## src/rtl/fof_pkg.sv

```systemverilog
package fof_pkg;
  typedef enum logic {
    OP_ALU  = 1'b0,
    OP_LOAD = 1'b1
  } opKind_e;

  // compare enables from control to datapath
  typedef struct packed {
    logic aluCmpEn;
    logic loadChkEn;
  } cmpCtrl_t;

  // result-selection strobes from control to datapath
  typedef struct packed {
    logic capture;
    logic truncate;
    logic trap;
  } outCtrl_t;
endpackage

```

## src/rtl/fof_control.sv

```systemverilog
module fof_control
  import fof_pkg::*;
(
  input  logic     inValid,
  input  logic     ffEnable,
  input  logic     opKind,
  input  logic     anyFail,
  input  logic     firstIsLane0,
  output cmpCtrl_t cmpCtrl,
  output outCtrl_t outCtrl
);
  opKind_e opSel;

  always_comb begin
    opSel = opKind_e'(opKind);
    cmpCtrl.aluCmpEn  = ffEnable && (opSel == OP_ALU);
    cmpCtrl.loadChkEn = ffEnable && (opSel == OP_LOAD);
  end

  always_comb begin
    outCtrl.capture  = inValid;
    outCtrl.trap     = anyFail && firstIsLane0 && (opSel == OP_LOAD);
    outCtrl.truncate = anyFail && !outCtrl.trap;
  end
endmodule

```

## src/rtl/fof_datapath.sv

```systemverilog
module fof_datapath
  import fof_pkg::*;
#(
  parameter int NUM_ELEM = 8,
  parameter int DATA_W   = 16,
  localparam int VL_W    = $clog2(NUM_ELEM + 1),
  localparam int IDX_W   = (NUM_ELEM > 1) ? $clog2(NUM_ELEM) : 1
) (
  input  logic                       clk,
  input  logic                       rstN,
  input  logic [VL_W-1:0]            vlIn,
  input  logic [NUM_ELEM*DATA_W-1:0] elemData,
  input  logic [NUM_ELEM-1:0]        elemFault,
  input  cmpCtrl_t                   cmpCtrl,
  input  outCtrl_t                   outCtrl,
  output logic                       anyFail,
  output logic                       firstIsLane0,
  output logic                       outValid,
  output logic [VL_W-1:0]            vlOut,
  output logic                       truncated,
  output logic                       trapReq,
  output logic [NUM_ELEM-1:0]        commitMask
);
  localparam logic [VL_W-1:0] VL_MAX = VL_W'(NUM_ELEM);

  logic [VL_W-1:0]     vlEff;
  logic [NUM_ELEM-1:0] laneLive;
  logic [NUM_ELEM-1:0] laneFail;
  logic [IDX_W-1:0]    firstIdx;
  logic [VL_W-1:0]     nextVl;
  logic [NUM_ELEM-1:0] nextMask;

  assign vlEff = (vlIn > VL_MAX) ? VL_MAX : vlIn;

  for (genvar i = 0; i < NUM_ELEM; i++) begin : g_lane
    logic isZero;
    assign laneLive[i] = VL_W'(i) < vlEff;
    assign isZero      = cmpCtrl.aluCmpEn && (elemData[i*DATA_W +: DATA_W] == '0);
    assign laneFail[i] = laneLive[i] &&
                         (isZero || (cmpCtrl.loadChkEn && elemFault[i]));
  end

  // lowest failing lane wins: scan from the top down
  always_comb begin
    firstIdx = '0;
    for (int i = NUM_ELEM - 1; i >= 0; i--) begin
      if (laneFail[i]) firstIdx = IDX_W'(i);
    end
  end

  assign anyFail      = |laneFail;
  assign firstIsLane0 = laneFail[0];

  always_comb begin
    if (outCtrl.truncate) nextVl = VL_W'(firstIdx);
    else                  nextVl = vlEff;
  end

  for (genvar i = 0; i < NUM_ELEM; i++) begin : g_mask
    assign nextMask[i] = !outCtrl.trap && (VL_W'(i) < nextVl);
  end

  always_ff @(posedge clk or negedge rstN) begin
    if (!rstN) begin
      outValid   <= 1'b0;
      vlOut      <= '0;
      truncated  <= 1'b0;
      trapReq    <= 1'b0;
      commitMask <= '0;
    end else begin
      outValid <= outCtrl.capture;
      if (outCtrl.capture) begin
        vlOut      <= nextVl;
        truncated  <= outCtrl.truncate;
        trapReq    <= outCtrl.trap;
        commitMask <= nextMask;
      end
    end
  end
endmodule

```

## src/rtl/fof_truncator.sv

```systemverilog
module fof_truncator
  import fof_pkg::*;
#(
  parameter int NUM_ELEM = 8,
  parameter int DATA_W   = 16,
  localparam int VL_W    = $clog2(NUM_ELEM + 1)
) (
  input  logic                       clk,
  input  logic                       rstN,
  input  logic                       inValid,
  input  logic                       ffEnable,
  input  logic                       opKind,
  input  logic [VL_W-1:0]            vlIn,
  input  logic [NUM_ELEM*DATA_W-1:0] elemData,
  input  logic [NUM_ELEM-1:0]        elemFault,
  output logic                       outValid,
  output logic [VL_W-1:0]            vlOut,
  output logic                       truncated,
  output logic                       trapReq,
  output logic [NUM_ELEM-1:0]        commitMask
);
  cmpCtrl_t cmpCtrl;
  outCtrl_t outCtrl;
  logic     anyFail;
  logic     firstIsLane0;

  fof_control u_ctrl (
    .inValid(inValid), .ffEnable(ffEnable), .opKind(opKind),
    .anyFail(anyFail), .firstIsLane0(firstIsLane0),
    .cmpCtrl(cmpCtrl), .outCtrl(outCtrl)
  );

  fof_datapath #(.NUM_ELEM(NUM_ELEM), .DATA_W(DATA_W)) u_dp (
    .clk(clk), .rstN(rstN), .vlIn(vlIn), .elemData(elemData),
    .elemFault(elemFault), .cmpCtrl(cmpCtrl), .outCtrl(outCtrl),
    .anyFail(anyFail), .firstIsLane0(firstIsLane0),
    .outValid(outValid), .vlOut(vlOut), .truncated(truncated),
    .trapReq(trapReq), .commitMask(commitMask)
  );
endmodule

```

## config.mk

```make
export PLATFORM = sky130hd
export DESIGN_NAME = fof_truncator
export DESIGN_NICKNAME = d
export VERILOG_FILES = /design/src/rtl/fof_pkg.sv /design/src/rtl/fof_control.sv /design/src/rtl/fof_datapath.sv /design/src/rtl/fof_truncator.sv
export SDC_FILE = /design/constraint.sdc
export NUM_CORES = 1
export LEC_CHECK = 0
export BUFFER_PORTS_ARGS = -buffer_cell sky130_fd_sc_hd__buf_2
export CAP_MARGIN = 25
export CORE_AREA = 2 2 64 66
export CTS_CLUSTER_SIZE = 24
export DETAILED_ROUTE_END_ITERATION = 7
export DIE_AREA = 0 0 66 68
export GPL_TIMING_DRIVEN = 1
export HOLD_SLACK_MARGIN = 0.12
export PLACE_DENSITY = 0.84
export SLEW_MARGIN = 15
export SYNTH_ARGS = -nofsm -noshare
export SYNTH_HDL_FRONTEND = slang
export SYNTH_SLANG_ARGS = --single-unit
```

## constraint.sdc

```tcl
create_clock -name clk -period 2.2 [get_ports clk]
set_input_delay 0 -clock clk [delete_from_list [all_inputs] [get_ports clk]]
set_output_delay 0 -clock clk [all_outputs]
set_load 0.005 [all_outputs]
```

### After elaboration in Yosys (flattened, before gate mapping)

Index checks and enable logic that the tools add are counted.

* magnitude comparators: 17
* multiplexer cells: 10
* bitwise logic cells: 1
* reductions and logical operators: 55

Operator list (count)
* zero test 16 bit: 8
* logical AND 1 bit: 37
* < comparator 3 x 4 -> 1 bit, first input constant: 8
* 2-to-1 mux 3 bit: 8
* < comparator 1 x 4 -> 1 bit, first input constant: 4
* < comparator 2 x 4 -> 1 bit, first input constant: 4
* logical OR 1 bit: 8
* 2-to-1 mux 4 bit: 2
* OR reduction 8 bit: 1
* greater-than comparator 4 bit, second input constant: 1
* zero test 1 bit: 1
* inverter 1 bit: 1

* bits in registers: 15
* bits of input ports: 145
* word-level logic and storage cells: 88

### Depth between registers and ports, before layout

Gate-level depths: netlist of run 1.

* depth in word-level cells: 16
* gate-level depth with buffers: 9
* mapped depth without buffers: 8

### Cells and area by module

A second synthesis of run 1 with hierarchy kept.

* cell total of the unflattened synthesis: 153
* area total of the unflattened synthesis: 1346.3 um^2

By module, submodules not included
* fof_datapath: instances 1, cells each 148, area an instance 1311.3 um^2, sequential area each 375.4 um^2
* fof_control: instances 1, cells each 5, area an instance 35.0 um^2, sequential area each 0.0 um^2

### Least setup slack after synthesis of run 1

OpenSTA, ideal clock, no wires.

* path type: input to register
* start point: in vlIn[1]
* end point: reg u_dp.commitMask[6]
* library setup time: 0.079 ns
* arrival: 1.707 ns
* slack: 0.414 ns
* cell stages on the path: 9
* cells stage by stage: buf_6 > o21a_1 > o211ai_1 > o21ai_1 > o41ai_2 > o21ai_2 > or4_1 > a21boi_1 > o21ai_1

* word-level cells in the longest chain between the ends: 15

RTL lines
* start: declaration: line fof_truncator.sv:13 `input logic [VL_W-1:0] vlIn,`
* greater-than comparator 4 bit: line fof_datapath.sv:33 `assign vlEff = (vlIn > VL_MAX) ? VL_MAX : vlIn;`
* 2-to-1 mux 4 bit *: line fof_datapath.sv:33
* < comparator 3 x 4 -> 1 bit: line fof_datapath.sv:37 `assign laneLive[i] = VL_W'(i) < vlEff;`
* logical AND 1 bit: line fof_datapath.sv:39 `assign laneFail[i] = laneLive[i] &&`
* 2-to-1 mux 3 bit (8 in series): line fof_datapath.sv:47 `if (laneFail[i]) firstIdx = IDX_W'(i);`
* 2-to-1 mux 4 bit: line fof_datapath.sv:55 `if (outCtrl.truncate) nextVl = VL_W'(firstIdx);`
* < comparator 3 x 4 -> 1 bit: line fof_datapath.sv:60 `assign nextMask[i] = !outCtrl.trap && (VL_W'(i) < nextVl);`
* logical AND 1 bit *: line fof_datapath.sv:60
* end signal: assignment: line fof_datapath.sv:76 `commitMask <= nextMask;`
* end: declaration: line fof_datapath.sv:22 `output logic [NUM_ELEM-1:0] commitMask`

Mark *: on every way between the ends. The rest lies on a longest branch, timed or not.
A chain may end at the register's enable or synchronous reset.

### Worst setup path in the final report of run 1

* start point: in ffEnable
* end point: reg u_dp.commitMask[0]

* word-level cells in the longest chain between the ends: 15

RTL lines
* start: declaration: line fof_truncator.sv:11 `input logic ffEnable,`
* logical AND 1 bit, on equally long branches: line fof_control.sv:16, fof_control.sv:17
* logical AND 1 bit, on equally long branches: line fof_datapath.sv:38, fof_datapath.sv:40
* logical OR 1 bit: line fof_datapath.sv:40 `(isZero || (cmpCtrl.loadChkEn && elemFault[i]));`
* logical AND 1 bit: line fof_datapath.sv:39
* 2-to-1 mux 3 bit (8 in series): line fof_datapath.sv:47
* 2-to-1 mux 4 bit: line fof_datapath.sv:55
* < comparator 1 x 4 -> 1 bit: line fof_datapath.sv:60
* logical AND 1 bit *: line fof_datapath.sv:60

Marks and branches as above.

==> results.ini, run 1 <==
[critical_path]
path_max_fanout = 7
cp_slowest_cell = nor2b_1
arrival_ns = 2.06
r2r_start = u_dp.commitMask[6]
setup.worst_path.start_class = primary input
cp-startpoint = ffEnable
critPathMaxStageDelay_ns = 0.42
cpLargestDelayFamily = compound AO/OA/AOI/OAI gates
crit_chain = buf_2, nor2b_1, buf_4, o211ai_1, o21ai_0, buf_4, nor4_4, o21ai_2, o221ai_1, o211ai_1, nand3_1
cp-end-kind = flop
cp_num_buf_inv = 3
required_ns = 2.28
crit_type = in -> reg

[synth]
synth_nets = 299
synth_area_per_cell_um2 = 8.222
ys.flop_type = dfrtp_1
synth_top_cell_area_share_pct = 29.64
ys_seq_area_share_pct = 29.64
syn_area_um2 = 1266
ys_warn_count = 0
synth-seq-cells = 15
yosysTopAreaCell = dfrtp_1
synth_cell_types = 39
synthTopCellsByArea = dfrtp_1 (30%), nor4_1 (14%), nand3_1 (4.7%)
async_reset_ff_share_pct = 100.0
syn_inst = 154
synth_edf_count = 0

[detailed_routing]
viasPerCell = 5.161
vias = 1894
firstDrtPassIters = 4
drc = 0
drt-wirelength-per-cell_um = 13.54
drtIter0Drc = 32
final_antenna_net_count = 0
drt_wl_total_mm = 4.971

[die]
start_util_pct = 32.84
coreArea_um2 = 3856
num_io_pins = 160
rows = 23
dieHeight_um = 68
die-area_um2 = 4488
die_w_um = 66

[placement]
io_buffer_count = 159
placedCellCount = 361
dpl_cell_area_um2 = 2098
preCtsSetupSlack_ns = 0.005293
place.gp.congestion = 0.8716
dp_hpwl_mm = 4.223

[sta]
fmax_ghz = 0.5053
post-route-period-util_pct = 89.96
setup_viol = 0
setup_tns_ns = 0
drv_slew = 0
slew-limit-headroom_pct = 58.64
hold_ws_ns = 0.2075
tightest_slew_ns = 0.6197
finalHoldViolCount = 0
clock_skew_ns = 0
setup_slack_ns = 0.2208
min_period_ns = 1.979
grt_setup_unrepaired = no

[clocking]
cts_root_buf = clkbuf_8
cts_resized = 0
numClockSinks = 15
ctsHtreeMaxLevel = 1
path_clk_slew_ns = 0.06
cts_max_path_buffers = 2
cts_tree = built
clock_insertion_delay_worst_skew_ns = 0.24
cts_buffers = 3

[global_route]
grt_overflow = 0
grt_pass1_wl_mm = 7.272
track_usage_pct = 20.43
grt_max_degree = 16
antenna_found_initial = 0
grt_pass1_vias = 1754

[pwr]
power_per_cell_area_nw_per_um2 = 404.4
p_leak_nw = 1.094
p_total_uw = 875.4
ir_worst_vdd_mv = 0.2448

[outcome]
outcome = finished clean

[finish]
fillerInstances = 365
fin_nets = 463
drive_above_1_share_pct = 57.73
syn2layout_area_growth_pct = 70.95
post-route-util_pct = 56.13
design_area_um2 = 2165
stdcell_count = 367
antenna_cells = 0

[flow_run]
cap_violations = 0

[worst_hold_path]
hp-class = in -> async

[routing by layer]
layer	vias to the layer above	routed length (um)	track usage, %
met5	-	0	0
met4	0	14	2.551
met3	3	470	1.974
met2	105	2643	41.92
met1	847	1843	23.31
li1	939	-	-
[layout by cell type (no fill, tap or decap), types with 3 or more instances in the layout]
cell      synthesis  final
o211ai_1          6      6
buf_2             0    159
nor4_1           29     29
a21oi_1           6      6
inv_1             6      6
dfrtp_1          15     15
a31oi_1           3      3
clkbuf_8          1      3
o21ai_0           5      5
nor2_1           13     13
nand2_1          11     11
nor3_1            5      5
nand3_1          12     12
o21ai_1           4      4
buf_4             0      4
[sequential cells by signal (all words and copies together), names as in the netlist]
name	flops
u_dp.commitMask	8
u_dp.vlOut	4
u_dp.outValid	1
u_dp.trapReq	1
u_dp.truncated	1
[cell usage after synthesis (2+ instances only)]
| cell | n |
|---|---|
| a21oi_1 | 6 |
| a31oi_1 | 3 |
| and3_1 | 2 |
| buf_6 | 3 |
| dfrtp_1 | 15 |
| inv_1 | 6 |
| mux2_2 | 2 |
| nand2_1 | 11 |
| nand3_1 | 12 |
| nor2_1 | 13 |
| nor2b_1 | 2 |
| nor3_1 | 5 |
| nor4_1 | 29 |
| nor4_4 | 2 |
| o211ai_1 | 6 |
| o21a_1 | 2 |
| o21ai_0 | 5 |
| o21ai_1 | 4 |
| o21ai_2 | 2 |
| o221ai_1 | 2 |
| o2bb2ai_1 | 2 |
| o31ai_1 | 2 |
| or4_1 | 2 |
[report_power, final]
| part | switching [mW] | internal (mW) |
|---|---|---|
| registers | 0.0197 | 0.312 |
| logic | 0.149 | 0.171 |
| clock network | 0.0984 | 0.125 |
| total | 0.267 | 0.609 |
[cell families (layout without fill, tap and decap cells)]
kind of cell / after synthesis / after routing / synth area share [%]
AO/OA/AOI/OAI: 41 / 41 / 23.12
buffers and inverters: 12 / 175 / 6.224
flip-flops: 15 / 15 / 29.64
multiplexers: 2 / 2 / 1.779
AND/OR/NAND/NOR: 84 / 84 / 39.23
[final cells by class]
cell class,count,area (um2),share of cell area [%]
clock inverter,1,5.005,0.2312
sequential,15,375.4,17.34
timing repair buffer,165,845.8,39.08
inverter,6,22.52,1.040
tap,50,62.56,2.890
clock buffer,3,41.29,1.908
multi-input combinational,127,812.0,37.51
[timing repair]
action / 4_1_cts / 5_1_grt
setup buffers: 0 / 0
endpoints found under the hold margin: 16 / 0
hold buffers: 2 / 0
endpoints found under the setup margin: 0 / 0
[worst paths after layout]
check | end | slack, ns | depth (start not counted)
max | u_dp.commitMask[0] | 0.22 | 11
min | u_dp.truncated | 0.21 | 2
max reg2reg | u_dp.commitMask[6] | 1.44 | 2
min reg2reg | u_dp.vlOut[3] | 0.48 | 2
max in group asynchronous | u_dp.vlOut[3] | 1.75 | 2
min in group clk | u_dp.vlOut[3] | 0.23 | 3
(Power assumes the default switching activity.)
==> run 2, diff against run 1 <==
PLACE_DENSITY = unset   (was 0.84)
PLACE_DENSITY_LB_ADDON = 0.12   (was unset)
SETUP_SLACK_MARGIN = 0.3   (was unset)
==> run 2 against run 1 <==
Effect of this change: setup slack improved by 0.13 ns; sequential power is essentially flat; clock power is 3% lower; global-route usage shrank 0.86 points; utilization increased by 1.6 points.
==> results.ini, run 2 (synthesis gave the netlist of run 1 again) <==
[critical_path]
cpLargestDelayFamily = compound AO/OA/AOI/OAI gates
cp.depth = 9
rr_worst_depth = 1
crit_chain = buf_2, a31oi_4, nor3b_2, a21o_2, o41ai_4, o21ai_2, or4_1, a21boi_1, o21ai_1
r2r-end = u_dp.vlOut[2]
r2r_start = u_dp.vlOut[2]
setup.worst_path.start_class = primary input
cp_num_buf_inv = 1
crit_type = in -> reg
cp-end-kind = flop
path_max_fanout = 8
cp_slowest_cell = o41ai_4
arrival_ns = 2.01
critPathMaxStageDelay_ns = 0.45
required_ns = 2.36
rrSetupSlack_ns = 1.46

[global_route]
grt-busiest-layer = met2
grt_pass1_vias = 1756
track_usage_pct = 19.58
use_met3_pct = 1.645
grt_overflow = 0
grt_pass1_wl_mm = 7.100
grt_use_met1_pct = 24.10
antenna_found_initial = 0
grt_max_degree = 16
grt_use_met2_pct = 36.74

[clocking]
numClockSinks = 15
path_clk_slew_ns = 0.06
ctsHtreeMaxLevel = 1
cts_root_buf = clkbuf_8
cts_max_path_buffers = 2
clock_insertion_delay_worst_skew_ns = 0.24
cts_tree = built
post_cts_buffers = 0
cts_buffers = 3

[sta]
setup_viol = 0
tightest_slew_ns = 0.6082
clock_skew_ns = 0
drv_slew = 0
grt_setup_unrepaired = yes
fmax_ghz = 0.5408
finalHoldViolCount = 0
hold_ws_ns = 0.1883
setup_slack_ns = 0.3509
min_period_ns = 1.849
slew-limit-headroom_pct = 59.41
post-route-period-util_pct = 84.05

[placement]
dpl_cell_area_um2 = 2098
dp_hpwl_mm = 4.146
io_buffer_count = 159
preCtsSetupSlack_ns = -0.06714
place.gp.congestion = 0.8405

[die]
num_io_pins = 160
rows = 23
start_util_pct = 32.84
die_w_um = 66
die-area_um2 = 4488
dieHeight_um = 68
coreArea_um2 = 3856

[pwr]
power_per_cell_area_nw_per_um2 = 391.9
power_frac_clock_pct = 25.0
seqPwrFrac_pct = 37.9
ir_worst_vdd_mv = 0.1788
p_sw_share_pct = 29.62
internal_power_uw = 613.5
switching_power_uw = 258.2
p_leak_nw = 1.110
p_total_uw = 871.7
combPwrFrac_pct = 37.1

[worst_hold_path]
hp-class = in -> async

[finish]
design_area_um2 = 2225
fin_nets = 463
antenna_cells = 0
post-route-util_pct = 57.69
syn2layout_area_growth_pct = 75.69
layout_common_cells = buf_2 (159), nor4_1 (29), dfrtp_1 (15)
top_register = u_dp.commitMask
final_common_cell = buf_2
drive_above_1_share_pct = 59.31
largest_register_ff_count = 8
reg_top3 = u_dp.commitMask x8, u_dp.vlOut x4

[detailed_routing]
vias = 1851
viasPerCell = 5.044
final_antenna_net_count = 0
drc = 0
firstDrtPassIters = 4
drt_wl_total_mm = 4.707
drtIter0Drc = 54
drt-wirelength-per-cell_um = 12.83

[outcome]
outcome = finished clean

[flow_run]
cap_violations = 0

==> run 2: cell counts in the layout (fill, tap and decap cells not counted) <==
Identical to the previous run, type by type.
==> run 2: power groups by stage <==
stage	sequential, mW	combinational [mW]	clock, mW
finish	0.330	0.323	0.218
global route	0.334	0.363	0.231
CTS	0.331	0.315	0.222
detailed placement	0.336	0.311	0
global placement	0.335	0.307	0
floorplan	0.339	0.118	0
==> run 2: final cells by class <==
class,count,area (um2)
Tap cell,50,62.56
Fill cell,429,1632
Clock buffer,3,41.29
Clock inverter,1,5.005
Inverter,6,22.52
Sequential cell,15,375.4
Timing Repair Buffer,165,845.8
Multi-Input combinational cell,127,872.1
==> run 2: metal layers <==
layer / wire length (um) / part of all wire [%]
met1: 1809 / 38
met3: 262 / 5.6
met2: 2595 / 55
met5: 0 / 0
met4: 40 / 0.85
==> run 2: how the worst max path moves through the flow <==
stage | start | endpoint | slack [ns]
after floorplan | vlIn[1] | u_dp.commitMask[6] | 0.41
after CTS | ffEnable | u_dp.commitMask[6] | 0.30
final | vlIn[1] | u_dp.commitMask[6] | 0.35
after global routing | ffEnable | u_dp.commitMask[6] | 0.23
after global placement | opKind | u_dp.commitMask[2] | 0.06
after detailed placement | opKind | u_dp.commitMask[2] | -0.07
==> run 2: per-stage QoR <==
| stage | instances | TNS, ns |
|---|---|---|
| floorplan | 154 | 0 |
| global placement | 361 | 0 |
| detailed placement | 361 | -0.08968 |
| CTS | 367 | 0 |
| global route | 367 | 0 |
| finish | 367 | 0 |
==> run 2: repair_timing <==
action / in CTS / in global routing
resized for setup: 1 / 9
hold buffers: 2 / 0
hold endpoints to repair: 16 / 0
pin swaps: 0 / 4
setup endpoints to repair: 5 / 6
==> run 3, diff against run 2 <==
CORE_AREA = 2 2 66 68   (was 2 2 64 66)
DIE_AREA = 0 0 68 70   (was 0 0 66 68)
clock period = 1.85 ns   (was 2.2 ns; I/O delays follow)
==> run 3 against run 2 <==
Effect of this change: global-route usage increased by 1.7 points; register-to-register slack got worse by 0.36 ns; flip-flop and latch count unchanged; sequential share of layout area decreased by 3.3 points; sequential power increased by 19%; critical endpoint is now u_dp.commitMask[1].
==> results.ini, run 3 (synthesis gave the netlist of run 1 again) <==
[detailed_routing]
drc = 0
drt_wl_total_mm = 5.506
viasPerCell = 5.055
firstDrtPassIters = 4
vias = 2007
final_antenna_net_count = 0
drtIter0Drc = 46
drt-wirelength-per-cell_um = 13.87

[global_route]
track_usage_pct = 21.25
grt_use_met1_pct = 24.50
grt_use_met2_pct = 41.10
use_met3_pct = 1.932
grt_max_degree = 16
grt_overflow = 0
grt-busiest-layer = met2
antenna_found_initial = 0
grt_pass1_vias = 1943
grt_pass1_wl_mm = 8.204

[die]
die_w_um = 68
dieHeight_um = 70
num_io_pins = 160
coreArea_um2 = 4144
rows = 24
die-area_um2 = 4760
start_util_pct = 30.56

[critical_path]
cp_slowest_cell = or4_4
crit_chain = buf_6, or4_4, nor3b_4, a21oi_1, a211oi_2, o31ai_1, buf_4, o21ai_4, nand2_1, o211ai_1
required_ns = 2.01
setup.worst_path.start_class = primary input
crit_type = in -> reg
arrival_ns = 1.82
path_max_fanout = 4
critPathMaxStageDelay_ns = 0.54
cp-end-kind = flop

[placement]
dp_hpwl_mm = 4.225
place.gp.congestion = 0.8045
io_buffer_count = 159

[worst_hold_path]
hp-class = in -> reg

[pwr]
combPwrFrac_pct = 44.9
p_sw_share_pct = 30.91
seqPwrFrac_pct = 33.1
p_leak_nw = 1.326
switching_power_uw = 367.4
power_frac_clock_pct = 22.0
internal_power_uw = 821.4
power_per_cell_area_nw_per_um2 = 428.6
ir_worst_vdd_mv = 0.2664

[finish]
antenna_cells = 0
drive_above_1_share_pct = 71.59
fillerInstances = 356
post-route-util_pct = 66.94
top_register = u_dp.commitMask
syn2layout_area_growth_pct = 119.1
fin_nets = 491
layout_common_cells = buf_2 (146), buf_4 (31), nor4_1 (19)
reg_top3 = u_dp.commitMask x8, u_dp.vlOut x4
largest_register_ff_count = 8
final_common_cell = buf_2

[clocking]
path_clk_slew_ns = 0.06
cts_tree = built
cts_max_path_buffers = 2
cts_root_buf = clkbuf_8
cts_buffers = 3
ctsHtreeMaxLevel = 1
numClockSinks = 15
clock_insertion_delay_worst_skew_ns = 0.25

[sta]
hold_ws_ns = 0.1437
tightest_slew_ns = 0.3815
setup_viol = 0
slew-limit-headroom_pct = 74.57
clock_skew_ns = 0
post-route-period-util_pct = 89.56
min_period_ns = 1.657
grt_setup_unrepaired = yes
drv_slew = 0
finalHoldViolCount = 0
fmax_ghz = 0.6035

[outcome]
outcome = finished clean

[flow_run]
cap_violations = 0

-- run 3: cell types whose count changed in the layout (fill, tap and decap cells not counted), moves of 3 or more --
cell     delta
buf_4      +27
buf_6      +12
a21oi_1     -3
nor4_2      +6
nor4_4      +4
or4_4       +3
nor4_1     -10
a21oi_2     +3
buf_2      -13
nor2_1      -3
-- run 3: per-stage QoR --
stage	area (um2)	setup TNS [ns]	power [mW]	cells	setup slack, ns
floorplan	1270	0	0.5444	154	0.06690
global placement	2266	-0.7314	0.8008	385	-0.1918
detailed placement	2266	-0.9973	0.8095	385	-0.2059
CTS	2540	0	1.127	396	0.1944
global route	2774	0	1.266	397	0.06475
finish	2774	0	1.189	397	0.1931
-- run 3: power groups by stage --
| stage | Combinational, mW | Sequential, mW | Clock (mW) |
|---|---|---|---|
| CTS | 0.470 | 0.394 | 0.263 |
| detailed placement | 0.410 | 0.399 | 0 |
| global route | 0.586 | 0.399 | 0.282 |
| finish | 0.534 | 0.393 | 0.261 |
| global placement | 0.403 | 0.398 | 0 |
| floorplan | 0.142 | 0.403 | 0 |
-- run 3: worst max-delay path: cells and delay by family --
family / cells / cell delay [ns]
compound gates: 5 / 0.71
simple gates: 3 / 0.88
buf+inv: 2 / 0.24
-- run 3: routing by layer --
layer / vias to the layer above / part of all wire [%]
met2: 76 / 56
met1: 922 / 36
met4: 0 / 2.3
li1: 996 / -
met5: - / 0
met3: 13 / 5.1
-- run 3: layout make-up --
class / count / area, um2 / share of cell area [%]
multi-input cells: 127 / 1111 / 40.05
clock buffers: 3 / 41.29 / 1.488
inverters: 6 / 22.52 / 0.8119
well taps: 52 / 65.06 / 2.346
flip-flops and latches: 15 / 375.4 / 13.53
repair buffers: 193 / 1154 / 41.59
clock inverters: 1 / 5.005 / 0.1804
-- run 3: worst paths after layout --
| path | slack (ns) | to | depth (start not counted) | start |
|---|---|---|---|---|
| setup reg to reg | 1.10 | u_dp.trapReq | 1 | u_dp.trapReq |
| hold reg to reg | 0.49 | u_dp.commitMask[4] | 1 | u_dp.commitMask[4] |
| setup / recovery | 0.19 | u_dp.commitMask[1] | 10 | elemData[96] |
| hold / removal | 0.14 | u_dp.vlOut[0] | 2 | inValid |
| min in group asynchronous | 0.18 | u_dp.commitMask[3] | 2 | rstN |
| max in group asynchronous | 1.43 | u_dp.commitMask[4] | 2 | rstN |
-- run 3: what timing repair did --
action | 4_1_cts | 5_1_grt
buffers inserted | 5 | 1
endpoints found under the hold margin | 16 | 0
hold buffers | 2 | 0
gates resized for setup | 34 | 45
pin swaps | 11 | 18
endpoints found under the setup margin | 11 | 12
